File: src/rtl/arb_pkg.sv
package arb_pkg;
  typedef enum logic [3:0] {
    S_IDLE, S_READ, S_EVAL, S_PGM_ON, S_WR_LO, S_WR_HI,
    S_PGM_OFF, S_MARK, S_WDT, S_CLR, S_DONE, S_PANIC
  } arb_state_e;

  localparam logic [1:0] CMD_NONE = 2'd0;
  localparam logic [1:0] CMD_READ = 2'd1;
  localparam logic [1:0] CMD_PROG = 2'd2;
endpackage

File: src/rtl/arb_popcount.sv
module arb_popcount #(
  parameter int W     = 32,
  parameter int CNT_W = $clog2(W + 1)
) (
  input  logic [W-1:0]     word_i,
  output logic [CNT_W-1:0] cnt_o
);
  always_comb begin
    cnt_o = '0;
    for (int i = 0; i < W; i++) cnt_o = cnt_o + CNT_W'(word_i[i]);
  end
endmodule

File: src/rtl/arb_expect.sv
module arb_expect #(
  parameter int W     = 32,
  parameter int VER_W = 2,
  parameter int CNT_W = $clog2(W + 1)
) (
  input  logic [VER_W-1:0] ver_i,
  input  logic             retail_i,
  output logic [CNT_W-1:0] exp_o,
  output logic [W-1:0]     pat_o
);
  // retail: one extra fuse per version step; others: one per two steps
  always_comb begin
    if (retail_i) exp_o = CNT_W'(ver_i) + CNT_W'(1);
    else          exp_o = CNT_W'(ver_i >> 1);
  end

  genvar g;
  generate
    for (g = 0; g < W; g++) begin : g_therm
      assign pat_o[g] = (CNT_W'(g) < exp_o);
    end
  endgenerate
endmodule

File: src/rtl/arb_seq.sv
module arb_seq #(
  parameter int                FUSE_W  = 32,
  parameter int                ADDR_W  = 8,
  parameter int                VER_W   = 2,
  parameter int                SCR_W   = 8,
  parameter int                ST_W    = 2,
  parameter logic [ADDR_W-1:0] WORD_LO = 8'h3A,
  parameter logic [ADDR_W-1:0] WORD_HI = 8'h3C,
  parameter logic [SCR_W-1:0]  MARKER  = 8'h21,
  parameter logic [ST_W-1:0]   ST_WDT  = 2'd1
) (
  input  logic              clk_i,
  input  logic              rst_ni,
  input  logic              start_i,
  input  logic [VER_W-1:0]  ver_i,
  input  logic [FUSE_W-1:0] cfg_i,
  input  logic [ST_W-1:0]   rst_stat_i,
  input  logic [SCR_W-1:0]  scr_rdata_i,
  input  logic              fc_ack_i,
  input  logic [FUSE_W-1:0] fc_rdata_i,
  output logic              fc_req_o,
  output logic [1:0]        fc_cmd_o,
  output logic [ADDR_W-1:0] fc_addr_o,
  output logic [FUSE_W-1:0] fc_wdata_o,
  output logic              prog_en_o,
  output logic              scr_we_o,
  output logic [SCR_W-1:0]  scr_wdata_o,
  output logic              rst_clr_o,
  output logic              wdt_rst_o,
  output logic              panic_o,
  output logic              done_o
);
  import arb_pkg::*;

  localparam int CNT_W = $clog2(FUSE_W + 1);

  arb_state_e        state_q, state_d;
  logic [FUSE_W-1:0] word_q;
  logic [VER_W-1:0]  ver_q;
  logic              retail_q;
  logic [CNT_W-1:0]  cnt, exp_cnt;
  logic [FUSE_W-1:0] pat;
  logic              wdt_boot;

  arb_popcount #(.W(FUSE_W), .CNT_W(CNT_W)) u_pop (
    .word_i (word_q),
    .cnt_o  (cnt)
  );

  arb_expect #(.W(FUSE_W), .VER_W(VER_W), .CNT_W(CNT_W)) u_exp (
    .ver_i    (ver_q),
    .retail_i (retail_q),
    .exp_o    (exp_cnt),
    .pat_o    (pat)
  );

  assign wdt_boot = (rst_stat_i == ST_WDT);

  always_ff @(posedge clk_i or negedge rst_ni) begin
    if (!rst_ni) begin
      state_q  <= S_IDLE;
      word_q   <= '0;
      ver_q    <= '0;
      retail_q <= 1'b0;
    end else begin
      state_q <= state_d;
      if (state_q == S_IDLE && start_i) begin
        ver_q    <= ver_i;
        retail_q <= (cfg_i[1:0] == 2'b00);
      end
      if (state_q == S_READ && fc_ack_i) word_q <= fc_rdata_i;
    end
  end

  always_comb begin
    state_d = state_q;
    unique case (state_q)
      S_IDLE:    if (start_i) state_d = S_READ;
      S_READ:    if (fc_ack_i) state_d = S_EVAL;
      S_EVAL: begin
        if (wdt_boot) begin
          // second boot: proof of update required
          if (cnt == exp_cnt && scr_rdata_i == MARKER) state_d = S_CLR;
          else                                          state_d = S_PANIC;
        end else if (cnt > exp_cnt)  state_d = S_PANIC;
        else if (cnt == exp_cnt)     state_d = S_DONE;
        else                         state_d = S_PGM_ON;
      end
      S_PGM_ON:  state_d = S_WR_LO;
      S_WR_LO:   if (fc_ack_i) state_d = S_WR_HI;
      S_WR_HI:   if (fc_ack_i) state_d = S_PGM_OFF;
      S_PGM_OFF: state_d = S_MARK;
      S_MARK:    state_d = S_WDT;
      S_CLR:     state_d = S_DONE;
      S_WDT, S_DONE, S_PANIC: state_d = state_q;
      default:   state_d = S_IDLE;
    endcase
  end

  always_comb begin
    fc_req_o    = 1'b0;
    fc_cmd_o    = CMD_NONE;
    fc_addr_o   = '0;
    fc_wdata_o  = '0;
    case (state_q)
      S_READ: begin
        fc_req_o  = 1'b1;
        fc_cmd_o  = CMD_READ;
        fc_addr_o = WORD_HI;
      end
      S_WR_LO: begin
        fc_req_o   = 1'b1;
        fc_cmd_o   = CMD_PROG;
        fc_addr_o  = WORD_LO;
        fc_wdata_o = pat;
      end
      S_WR_HI: begin
        fc_req_o   = 1'b1;
        fc_cmd_o   = CMD_PROG;
        fc_addr_o  = WORD_HI;
        fc_wdata_o = pat;
      end
      default: ;
    endcase
  end

  assign prog_en_o   = (state_q == S_PGM_ON) || (state_q == S_WR_LO) || (state_q == S_WR_HI);
  assign scr_we_o    = (state_q == S_MARK);
  assign scr_wdata_o = (state_q == S_MARK) ? MARKER : '0;
  assign rst_clr_o   = (state_q == S_CLR);
  assign wdt_rst_o   = (state_q == S_WDT);
  assign panic_o     = (state_q == S_PANIC);
  assign done_o      = (state_q == S_DONE);
endmodule

File: config.mk
export PLATFORM = sky130hd
export DESIGN_NAME = arb_seq
export DESIGN_NICKNAME = d
export VERILOG_FILES = /design/src/rtl/arb_pkg.sv /design/src/rtl/arb_popcount.sv /design/src/rtl/arb_expect.sv /design/src/rtl/arb_seq.sv
export SDC_FILE = /design/constraint.sdc
export NUM_CORES = 1
export LEC_CHECK = 0
export BUFFER_PORTS_ARGS = -buffer_cell sky130_fd_sc_hd__buf_2
export CAP_MARGIN = 20
export CORE_UTILIZATION = 45
export DETAILED_ROUTE_END_ITERATION = 6
export PLACE_DENSITY = 0.84
export REMOVE_ABC_BUFFERS = 1
export SLEW_MARGIN = 20
export SYNTH_ARGS = -nofsm -noshare
export SYNTH_HDL_FRONTEND = slang
export SYNTH_HIERARCHICAL = 1
export SYNTH_SLANG_ARGS = --single-unit
File: constraint.sdc
create_clock -name clk_i -period 5.3 [get_ports clk_i]
set_input_delay 0 -clock clk_i [delete_from_list [all_inputs] [get_ports clk_i]]
set_output_delay 0 -clock clk_i [all_outputs]
set_load 0.03 [all_outputs]
==> metrics.yaml <==
crit_family: "adder cells"
clock_path_buffers: 2
fin_ws_ns: -0.286
core-area_mm2: 0.00733
ys.flop_type: "dfrtp_1"
grt_usage_pct: 17.7
syn_area_mm2: 0.00345
grt.overflow.total: 0
cp_max_fo: 3
drv_cap: 0
postLayoutCoreUtil_pct: 58.8
layout_worst_path_cycle_share_pct: 105
cts-root-buf: "clkbuf_8"
dp_cells: 504
drt_pre_antenna_iters: 4
die_h_um: 89.6
worst-path-buf-inv: 5
synth_fa_ha_area_share_pct: 19.4
synth_compound_area_share_pct: 4.43
crit_type: "register to register"
core.rowCount: 31
setup.worst_path.start_class: "register"
synthArstFlopShare_pct: 100
synth_top_family_by_area: "adder cells"
syn_avg_cell_area_um2: 10.2
syn_inst: 337
tritoncts: "yes"
fmax_mhz: 179
critical-path-max-stage-delay_ns: 0.56
grt_max_degree: 40
dieArea_mm2: 0.00802
die_w_um: 89.6
worstPathArrival_ns: 5.75
ios: 137
slew_headroom_pct: 28.6
vias: 2442
drc_errors: 0
skew_ns: 0.00778
ys_warn_count: 6
portBuffers: 72
cts_htree_levels: 2
grt_setup_unrepaired: "true"
synth_mux_area_share_pct: 14.9
cts.sinks: 39
hp-class: "input port to register"
fin_nets: 570
layout-drive-gt1-share_pct: 32.3
antenna_found_initial: 0
ys_ff_latch: 39
slowest_stage: "fa_1"
ant_nets: 0
mostFrequentLayoutCell: "buf_2"
endpoint_kind: "register"
wl_um: 6470
fin_crit_ns: 5.59
status: "finished, violations left"
start_util_pct: 47.1
worst-slew-pin-transition_ns: 1.07
drtIter0Drc: 119
synth_xor_area_share_pct: 1.02
vias_per_cell: 4.43
grt_pass1_wl_um: 10700
drv_slew: 0
insertion_delay_ns: 0.29
layout.cells.non_filler: 551
violations: "setup timing"
clkTransAtPathRegs_ns: 0.07
mostFrequentLayoutCells: "buf_2 (72), inv_1 (60), dfrtp_1 (39), conb_1 (37), dlygate4sd3_1 (37)"
synth_edf_count: 0
finalSetupViolCount: 3
cts_buffers: 5
hold_viol: 0
place_hpwl_um: 4750
path_cells: "fa_1 > inv_2 > fa_1 > inv_2 > fa_1 > inv_1 > fa_1 > fa_1 > fa_1 > inv_1 > ha_2 > inv_2 > fa_2 > nand2b_4 > a21oi_2 > xor2_1 > ha_1 > and4_4 > nand3_4 > o41ai_2 > mux2i_1"
antenna_cells: 0
cp_common_cell: "fa_1"
synth-simple-area-share_pct: 13.7
wl_per_cell_um: 11.7
reg2reg_setup_slack_ns: -0.29
cp.required_ns: 5.47
grt_pass1_vias: 2406
seq_area_frac_synth_pct: 28.3
synth.distinct_cells: 44
fin_setup_tns_ns: -0.767
area_growth_pct: 25.0
place_congestion: 0.832
[state kept, by name, indices dropped and copies added, names as in the netlist]
name      flops
state_q       4
ver_q         2
retail_q      1
word_q       32
[area by class of cell]
cell class / count / area, um^2
fill: 612 / 3020
multi-input combinational: 217 / 2020
timing repair buffer: 125 / 851
sequential: 39 / 976
tap: 99 / 124
clock buffer: 7 / 96.3
inverter: 63 / 236
clock inverter: 1 / 7.51
[final timing paths]
kind / from / to / depth (start not counted)
setup / recovery: word_q[20]$_DFFE_PN0P_ / state_q[0]$_DFFE_PN0P_ / 21
hold / removal: fc_ack_i / state_q[0]$_DFFE_PN0P_ / 3
setup reg to reg: word_q[20]$_DFFE_PN0P_ / state_q[0]$_DFFE_PN0P_ / 21
hold reg to reg: word_q[1]$_DFFE_PN0P_ / word_q[1]$_DFFE_PN0P_ / 1
max in group asynchronous: rst_ni / ver_q[1]$_DFFE_PN0P_ / 2
min in group asynchronous: rst_ni / word_q[28]$_DFFE_PN0P_ / 2
[cell usage after synthesis, drive strengths merged, types with 4 or more instances]
library cell / number / area share (%)
nand2b: 4 / 0.73
a21oi: 6 / 1.2
and2: 33 / 6.0
inv: 63 / 6.9
clkbuf: 6 / 0.65
nor2: 16 / 1.7
dfrtp: 39 / 28
buf: 47 / 10
ha: 15 / 5.4
fa: 24 / 14
nor3: 4 / 0.73
nand2: 8 / 1.0
mux2: 34 / 14
[stage by stage]
step	cell area [um^2]	worst slack, ns	hold slack [ns]
floorplan	3200	-0.132	-0.296
global placement	3790	-0.217	0.147
detailed placement	3790	-0.443	0.154
CTS	4290	-0.304	0.0755
global route	4310	-0.504	0.107
finish	4310	-0.286	0.103
[repair_timing]
item                                    4_1_cts  5_1_grt
resized for setup                             6        6
pin swaps                                     3        5
hold buffers                                 37        0
endpoints found under the setup margin        3        3
hold endpoints to repair                     74        0
buffers inserted                              1        1
[per-layer routing]
layer	vias to the layer above	routed length, um	track usage (%)
met2	83	3470	33.5
li1	1191	-	-
met1	1153	2560	19.1
met5	-	0	0
met3	15	277	3.42
met4	0	163	7.36
[cells by family after synthesis]
logic type / after synthesis
AO/OA/AOI/OAI: 22
multiplexers: 36
adder cells (fa/ha/maj): 39
flip-flops: 39
AND/OR/NAND/NOR: 79
XOR/XNOR: 4
buffers and inverters: 116
other: 2
[tightest hold or removal path, stage by stage]
cell and delay (ns):
buf_2 0.11, o22ai_1 0.11, mux2i_1 0.13
Power is not shown: default switching activity piles up to over one toggle a cycle in this logic, so the estimate is an artifact.
